**src/rtl/hamming_nearest_id.sv**
```systemverilog
module hamming_nearest_id #(
  parameter int WIDTH     = 64,
  parameter int DEPTH     = 16,
  parameter int THR_RESET = 8,
  localparam int IDX_W    = $clog2(DEPTH),
  localparam int DIST_W   = $clog2(WIDTH + 1)
) (
  input  logic              clk,
  input  logic              rst_n,
  input  logic              wr_en,
  input  logic [IDX_W-1:0]  wr_idx,
  input  logic              wr_keep,
  input  logic [WIDTH-1:0]  wr_data,
  input  logic              thr_we,
  input  logic [DIST_W-1:0] thr_in,
  input  logic              q_start,
  input  logic [WIDTH-1:0]  q_word,
  output logic              busy,
  output logic              res_valid,
  output logic [IDX_W-1:0]  res_idx,
  output logic [DIST_W-1:0] res_dist,
  output logic              res_reject,
  output logic              res_nomatch
);

  logic [WIDTH-1:0]  known [DEPTH];
  logic [DEPTH-1:0]  live;
  logic [DIST_W-1:0] thr, thr_q;
  logic [WIDTH-1:0]  latent;
  logic [IDX_W-1:0]  ptr, best_idx, nxt_idx;
  logic [DIST_W-1:0] best, cur_dist, nxt_best;
  logic              found, nxt_found, take, last;

  function automatic logic [DIST_W-1:0] ones(input logic [WIDTH-1:0] v);
    logic [DIST_W-1:0] n;
    n = '0;
    for (int i = 0; i < WIDTH; i++) n = n + DIST_W'(v[i]);
    return n;
  endfunction

  assign cur_dist  = ones(latent ^ known[ptr]);
  assign take      = live[ptr] && (!found || cur_dist < best);
  assign nxt_found = found | live[ptr];
  assign nxt_best  = take ? cur_dist : best;
  assign nxt_idx   = take ? ptr : best_idx;
  assign last      = (ptr == IDX_W'(DEPTH - 1));

  always_ff @(posedge clk) begin
    if (wr_en) known[wr_idx] <= wr_data;
  end

  always_ff @(posedge clk) begin
    if (!rst_n) begin
      live <= '0;
      thr  <= DIST_W'(THR_RESET);
    end else begin
      if (wr_en)  live[wr_idx] <= wr_keep;
      if (thr_we) thr <= thr_in;
    end
  end

  always_ff @(posedge clk) begin
    if (!rst_n) begin
      busy        <= 1'b0;
      res_valid   <= 1'b0;
      res_idx     <= '0;
      res_dist    <= '0;
      res_reject  <= 1'b0;
      res_nomatch <= 1'b0;
      ptr         <= '0;
      found       <= 1'b0;
      best        <= '0;
      best_idx    <= '0;
      latent      <= '0;
      thr_q       <= '0;
    end else begin
      res_valid <= 1'b0;
      if (!busy && q_start) begin
        busy     <= 1'b1;
        ptr      <= '0;
        found    <= 1'b0;
        best     <= '0;
        best_idx <= '0;
        latent   <= q_word;
        thr_q    <= thr;
      end else if (busy) begin
        found    <= nxt_found;
        best     <= nxt_best;
        best_idx <= nxt_idx;
        ptr      <= ptr + 1'b1;
        if (last) begin
          busy        <= 1'b0;
          res_valid   <= 1'b1;
          res_idx     <= nxt_found ? nxt_idx : '0;
          res_dist    <= nxt_found ? nxt_best : '0;
          res_nomatch <= !nxt_found;
          res_reject  <= nxt_found && (nxt_best > thr_q);
        end
      end
    end
  end

  p_pulse_r5: assert property (@(posedge clk) disable iff (!rst_n)
    res_valid |=> !res_valid);
  p_done_r5: assert property (@(posedge clk) disable iff (!rst_n)
    res_valid |-> !busy && $past(busy));
  p_ignore_r6: assert property (@(posedge clk) disable iff (!rst_n)
    busy && q_start |=> $stable(latent));
  p_reject_r7: assert property (@(posedge clk) disable iff (!rst_n)
    res_reject |-> !res_nomatch);
  p_empty_r4: assert property (@(posedge clk) disable iff (!rst_n)
    res_nomatch |-> (res_dist == '0) && (res_idx == '0));
  p_range_r1: assert property (@(posedge clk) disable iff (!rst_n)
    res_valid |-> res_dist <= DIST_W'(WIDTH));
  p_hold_r10: assert property (@(posedge clk) disable iff (!rst_n)
    !res_valid |-> $stable(res_idx) && $stable(res_dist));

endmodule

```
**config.mk**
```make
export PLATFORM = sky130hd
export DESIGN_NAME = hamming_nearest_id
export DESIGN_NICKNAME = d
export VERILOG_FILES = /design/src/rtl/hamming_nearest_id.sv
export SDC_FILE = /design/constraint.sdc
export NUM_CORES = 1
export LEC_CHECK = 0
export BUFFER_PORTS_ARGS = -buffer_cell sky130_fd_sc_hd__buf_2
export CAP_MARGIN = 20
export CORE_ASPECT_RATIO = 0.9
export CORE_MARGIN = 2
export CORE_UTILIZATION = 40
export CTS_CLUSTER_DIAMETER = 40
export DETAILED_ROUTE_END_ITERATION = 6
export GPL_ROUTABILITY_DRIVEN = 0
export PLACE_DENSITY_LB_ADDON = 0.15
export SETUP_SLACK_MARGIN = 0.2
export SLEW_MARGIN = 30
export SYNTH_ARGS = -nofsm -noshare
export SYNTH_HDL_FRONTEND = slang
export SYNTH_SLANG_ARGS = --single-unit
export TNS_END_PERCENT = 30
```
**constraint.sdc**
```tcl
create_clock -name clk -period 13.9 [get_ports clk]
set_input_delay 2.78 -clock clk [delete_from_list [all_inputs] [get_ports clk]]
set_output_delay 2.78 -clock clk [all_outputs]
set_load 0.02 [all_outputs]
```
==> results.md, run 1 <==
- Count of state elements after synthesis: 1153
- Initial antenna violation count: 29
- Clock tree from TritonCTS: done
- Post-synth design cell area: 45500 um^2
- Fraction of layout cells with a size suffix above 1: 31.4%
- Basic-gate share of the synthesized area counting and, or, nand and nor cells: 2.15%
- Run status: finished, final reports clean
- Worst Setup Slack, final: 2.53 ns
- Via count of the first global-routing pass: 23000
- Top_reg_cell synth: edfxtp_1
- Die Y: 324 um
- CP dominant cell by count: fa_1
- Library cell occupying the most area in the post-synthesis netlist: edfxtp_1
- Layout Skew: 0.0242 ns
- Resized Gates After CTS: 0
- Count of flip-flops with a built-in enable after synthesis: 1024
- H-tree level count: 4
- Total number of yosys warnings: 0
- Top post-synthesis cells by area: edfxtp_1, mux4_2, dfxtp_1
- WP data required: 14.52 ns
- Most frequent cell after synthesis: edfxtp_1
- Worst-case headroom to the max-slew limit: 34.6%
- Final total negative setup slack: 0 ns
- Highest signal layer in the routed design: met5
- Synthesized-area fraction occupied by adder cells: 3.18%
- Hold-fix buffer count after cts: 0
- Synth cell types: 38
- Share of flip-flops with an asynchronous set or reset: 0%
- Remaining global-route overflow: 0
- Half-perimeter wire length after placement: 68500 um
- Part of the Yosys area used for sequential elements: 73.3%
- Post-detailed-route wirelength per cell: 28.8 um
- Worst slew pin tran: 0.982 ns
- Cell types with the highest counts after synthesis: edfxtp_1, mux4_2, nand2_1
- Post-Place Cells: 3806
- Number of design rule violations left after detail routing: 0
- Static leakage power: 17.2 nW
- Total clock sinks: 1153
- Antenna Nets Post-Route: 0
- Fmax: 87.9 MHz
- Nets in the synthesized netlist: 2439
- Final nets: 2701
- DRC marker count from the first detailed-route iteration: 2371
- Maximum Capacitance Violations: 0
- CP max-delay cell: dfxtp_4
- Complex-gate fraction of the synthesized area: 1.65%
- P per Cell Area: 240 nW/um^2
- Pin count of the biggest net entering global routing: 73
- Root buffer cell: clkbuf_16
- Floorplan Core Area: 113000 um^2
- Post-route insts no fill: 4093
- Post-placement setup slack: 2.44 ns
- CP Max Fanout: 29
- Area enclosed by the die boundary: 116000 um^2
- Average cell area after synthesis: 20.6 um^2
- WL met2: 55000 um
- Power, Total: 12.8 mW
- Fraction of the cycle the final worst path needs: 81.8%
- Peak supply drop: 0.909 mV
- Met3 routed WL: 8360 um
- Share of synthesized area spent on multiplexers: 16.8%
- Clock buffers created by TritonCTS: 151
- Worst hold path class: reg -> reg
- Data arrival time of the critical path: 12.00 ns
- I/O Buffers: 159
- Global-route total usage across every layer: 20.7%
- Synthesis-to-finish area growth: 17.5%
- Worst stage delay on the critical path: 0.77 ns
- Width of the chip: 359 um
- Max clock buf depth: 3
- Dominant combinational cell family by area after synthesis: multiplexers
- Clock insertion delay at the later pin of the skew report: 0.75 ns
- Post-CTS setup buffers: 0
- Final count of hold timing violations: 0
- Category of the worst setup path capture point: flip-flop
- Cells after synthesis: 2211
- Pins over their slew limit: 0
- Pre-Repair DR Iteration Count: 5
- Xor and xnor fraction of the mapped netlist area: 1.37%
- Unrepaired setup endpoints after global routing: no
- Initial core utilization: 40.3%
- DRT Wirelength: 118000 um
- Wire length of the first global-routing pass: 169000 um
- Number of vias in the routed layout: 22300
- Via-to-Cell Ratio: 5.45
- Time the final worst path needs with I/O delays and setup: 11.37 ns
- Hold Slack: 0.447 ns
- Std cell rows: 117
- Met1 routed wirelength after detailed routing: 52100 um
- Area share of the largest cell type after synthesis: 67.6%
- Clk slew on worst S/H paths: 0.05 ns
- Number of top-level pins: 160
- Setup-failing EPs final: 0
- WS Path Type: reg -> reg
- Type of origin of the critical path: flip-flop
==> final cells by class <==
| class | instances | area [um^2] |
|---|---|---|
| inverters | 58 | 219 |
| clock buffers | 183 | 4080 |
| repair buffers | 219 | 1360 |
| well taps | 1487 | 1860 |
| multi-input cells | 890 | 11600 |
| diodes | 6 | 15.0 |
| fillers | 9364 | 59500 |
| flip-flops and latches | 1153 | 33300 |
| clock inverters | 97 | 961 |
==> layout by cell type (no fill, tap or decap), types with 25 or more instances in the layout <==
master     count
dfxtp_1      125
xor2_1        40
nor2_1        33
fa_1          54
nand2_1      172
edfxtp_1    1024
mux2i_1       25
xnor2_1       31
buf_4         51
inv_1         57
a21oi_1       93
ha_1          29
clkbuf_16    156
mux4_2       320
buf_2        159
==> kinds of logic (layout without fill, tap and decap cells) <==
group           Yosys count  in the layout
compound gates          137            137
xor+xnor                 71             71
fa+ha+maj                83             83
buf+inv                 168            557
flops                  1153           1153
mux                     354            354
other cells               0              6
simple gates            245            245
==> critical path: cells and delay by family (launching register included) <==
kind                       cells  cell delay (ns)
buffers and inverters          5             0.80
DFF                            1             0.77
muxes                          3             1.46
adders and majority gates     12             5.38
and+or+nand+nor                4             0.40
AOI/OAI and AO/OA              9             1.98
xor gates and xnor gates       2             0.39
==> per-layer routing <==
metal	vias to the layer above	track usage, %
li1	9464	-
met1	12000	29.6
met2	693	32.1
met3	150	4.68
met4	24	5.43
met5	-	0
==> path summary, 6_finish.rpt <==
path                    from         end  slack, ns  depth (start not counted)
hold / removal    res_idx[2]  res_idx[2]       0.45                          2
hold reg to reg   res_idx[2]  res_idx[2]       0.45                          2
setup reg to reg   flip-flop  res_reject       2.53                         35
setup / recovery   flip-flop  res_reject       2.53                         35
==> where the power goes <==
part | internal, mW | switching (mW) | leakage [nW]
Clock | 2.31 | 1.51 | 2.41
Sequential | 3.85 | 0.0320 | 10.3
Combinational | 2.23 | 2.91 | 4.52
Total | 8.38 | 4.45 | 17.2
==> sequential cells by signal (all words and copies together), names as in the netlist, named ones only <==
register / count
res_reject: 1
ptr: 4
thr_q: 7
busy: 1
res_idx: 4
best: 7
best_idx: 4
res_valid: 1
thr: 7
known: 1024
latent: 64
live: 16
res_nomatch: 1
found: 1
res_dist: 7
==> through the flow <==
| step | util [%] | instance area [um^2] |
|---|---|---|
| 2_1_floorplan | - | 45500 |
| 3_3_place_gp | 42.8 | 48300 |
| 3_5_place_dp | 42.8 | 48300 |
| 4_1_cts | 47.3 | 53400 |
| 5_1_grt | 47.3 | 53400 |
| 6_report | 47.3 | 53400 |
Power figures use the tool's default switching activity.
==> run 2: changes to the inputs <==
Clock period 13.9 ns to 11.4 ns, I/O delays scaled along.
==> run 2 against run 1 <==
Compared with the run above:
- maximum frequency up 7.9%
- critical path depth unchanged
- combinational power up 19%
- hold slack better by 0.0024 ns
- worst setup slack worse by 1.7 ns
- flip-flop and latch count unchanged
- critical path type unchanged
- largest power group unchanged
==> results.md, run 2 (same netlist as run 1, synthesis figures left out) <==
- Run status: finished, final reports clean (unchanged)
- Portion of total power attributed to the clock network: 32.3% (was 29.7%)
- Worst slew pin tran: 0.990 ns (was 0.982 ns)
- Final count of hold timing violations: 0 (unchanged)
- Pin count of the biggest net entering global routing: 63 (was 73)
- H-tree level count: 4 (unchanged)
- Hold Slack: 0.449 ns (was 0.447 ns)
- Worst Reg-to-Reg Cells: 35 (unchanged)
- WS Path Type: reg -> reg (unchanged)
- CP max-delay cell: mux4_2 (was dfxtp_4)
- Floorplan Core Area: 113000 um^2 (unchanged)
- Initial core utilization: 40.3% (unchanged)
- Leading cell type in the layout, fill and taps excluded: edfxtp_1 (unchanged)
- Initial antenna violation count: 20 (was 29)
- Cell internal power dissipation: 10.6 mW (was 8.38 mW)
- Area enclosed by the die boundary: 116000 um^2 (unchanged)
- Final total negative setup slack: 0 ns (unchanged)
- Unrepaired setup endpoints after global routing: no (unchanged)
- CP Max Fanout: 44 (was 29)
- Leading cell types in the layout, fill and taps excluded: edfxtp_1, mux4_2, nand2_1, clkbuf_16, buf_2 (was edfxtp_1, mux4_2, nand2_1, buf_2, clkbuf_16)
- Peak supply drop: 1.17 mV (was 0.909 mV)
- Wire length of the first global-routing pass: 171000 um (was 169000 um)
- Root buffer cell: clkbuf_16 (unchanged)
- Top cell family by delay on the critical path: adder cells (unchanged)
- Max clock buf depth: 3 (unchanged)
- Number of top-level pins: 160 (unchanged)
- Logic depth of the worst path, buffers included: 35 (unchanged)
- Combined buffer and inverter count along the critical path: 7 (was 5)
- Fmax: 94.9 MHz (was 87.9 MHz)
- Cells on Worst Hold Path: 2 (unchanged)
- Clock insertion delay at the later pin of the skew report: 0.75 ns (about the same)
- Die Y: 324 um (unchanged)
- Finished Core Util: 48.0% (was 47.3%)
- Comb pwr share: 38.3% (was 40.0%)
- Half-perimeter wire length after placement: 68300 um (was 68500 um)
- Type of origin of the critical path: flip-flop (unchanged)
- Register with the most flip-flops: known (unchanged)
- Data arrival time of the critical path: 11.21 ns (was 12.00 ns)
- Flip-flop count of the largest register after layout: 1024 (unchanged)
- DRT Wirelength: 119000 um (was 118000 um)
- Synthesis-to-finish area growth: 19.1% (was 17.5%)
- Post-CTS setup buffers: 0 (unchanged)
- Category of the worst setup path capture point: flip-flop (unchanged)
- Pre-Repair DR Iteration Count: 7 (was 5)
- WP data required: 12.07 ns (was 14.52 ns)
- Hold-fix buffer count after cts: 0 (unchanged)
- Number of vias in the routed layout: 22500 (was 22300)
- Clk slew on worst S/H paths: 0.06 ns (was 0.05 ns)
- Sequential share of power: 29.5% (was 30.2%)
- Layout Skew: 0.0190 ns (was 0.0242 ns)
- Std cell rows: 117 (unchanged)
- Total clock sinks: 1153 (unchanged)
- DRC marker count from the first detailed-route iteration: 2373 (was 2371)
- Time the final worst path needs with I/O delays and setup: 10.54 ns (was 11.37 ns)
- Worst stage delay on the critical path: 0.53 ns (was 0.77 ns)
- Maximum Capacitance Violations: 0 (unchanged)
- P per Cell Area: 297 nW/um^2 (was 240 nW/um^2)
- CP dominant cell by count: fa_1 (unchanged)
- Via-to-Cell Ratio: 5.47 (was 5.45)
- Post-detailed-route wirelength per cell: 28.9 um (was 28.8 um)
- Worst-case headroom to the max-slew limit: 34.0% (was 34.6%)
- Width of the chip: 359 um (unchanged)
- Antenna Nets Post-Route: 0 (unchanged)
- Setup-failing EPs final: 0 (unchanged)
- Fraction of the cycle the final worst path needs: 92.4% (was 81.8%)
- Clock buffers created by TritonCTS: 162 (was 151)
- Clock tree from TritonCTS: done (unchanged)
- Pins over their slew limit: 0 (unchanged)
- I/O Buffers: 159 (unchanged)
- Worst hold path class: reg -> reg (unchanged)
- Number of design rule violations left after detail routing: 0 (unchanged)
- Switching share of power: 34.0% (was 34.7%)
- Fraction of layout cells with a size suffix above 1: 32.3% (was 31.4%)
- Global-route total usage across every layer: 20.8% (was 20.7%)
- Largest registers: known x1024, latent x64, live x16 (unchanged)
- Via count of the first global-routing pass: 23300 (was 23000)
- Total net switching power: 5.47 mW (was 4.45 mW)
- Static leakage power: 17.6 nW (was 17.2 nW)
- Remaining global-route overflow: 0 (unchanged)
- Final nets: 2721 (was 2701)
[run 2: cell count changes in the layout (fill, tap and decap cells not counted), sizes merged]
cell and delta:
diode -4, inv +5, clkbuf -3, bufinv +15, clkinv -2, buf +9, clkinvlp +1
[run 2: repair_timing]
item / 4_1_cts / 5_1_grt
endpoints found under the setup margin: 0 / 1
resized for setup: 0 / 2
hold endpoints to repair: 0 / 0
[run 2: area by class of cell]
class	count	area, um^2
diodes	2	5.00
clock buffers	180	4210
clock inverters	116	1450
fillers	9237	58700
inverters	58	219
multi-input cells	890	11600
flip-flops and latches	1153	33300
well taps	1487	1860
repair buffers	228	1510
[run 2: per-layer routing]
metal / wire (um) / up-vias / part of all wire [%] / global-route usage (%)
met2: 55500 / 725 / 47 / 32.2
met1: 53000 / 12100 / 45 / 29.6
li1: - / 9486 / - / -
met3: 7950 / 198 / 6.7 / 5.09
met5: 134 / - / 0.11 / 0
met4: 2480 / 22 / 2.1 / 5.54
[run 2: worst min-delay path: stages (launching register included)]
cell and delay, ns:
dfxtp_1 0.31, nand2_1 0.05, a21oi_1 0.05
[run 2: worst paths after layout]
kind	start	endpoint	slack, ns
setup / recovery	flip-flop	res_reject	0.86
hold / removal	thr[5]	thr_q[5]	0.45
setup reg to reg	flip-flop	res_reject	0.86
hold reg to reg	thr[5]	thr_q[5]	0.45
[run 2: through the flow]
stage               setup slack (ns)  instance area, um^2  power [mW]  instances
floorplan                       1.48                45500        9.78       2211
CTS                            0.758                54100        16.2       4111
finish                         0.862                54200        16.1       4114
global route                   0.216                54200        17.0       4113
detailed placement             0.786                48500        10.9       3815
global placement               0.855                48400        10.8       3814
[run 2: power by group through the flow]
| stage | combinational (mW) | clock (mW) | sequential, mW |
|---|---|---|---|
| after detailed placement | 6.10 | 0 | 4.82 |
| after CTS | 6.15 | 5.28 | 4.73 |
| final | 6.14 | 5.19 | 4.73 |
| after global placement | 5.97 | 0 | 4.81 |
| after global routing | 6.81 | 5.46 | 4.73 |
| after floorplan | 4.98 | 0 | 4.81 |
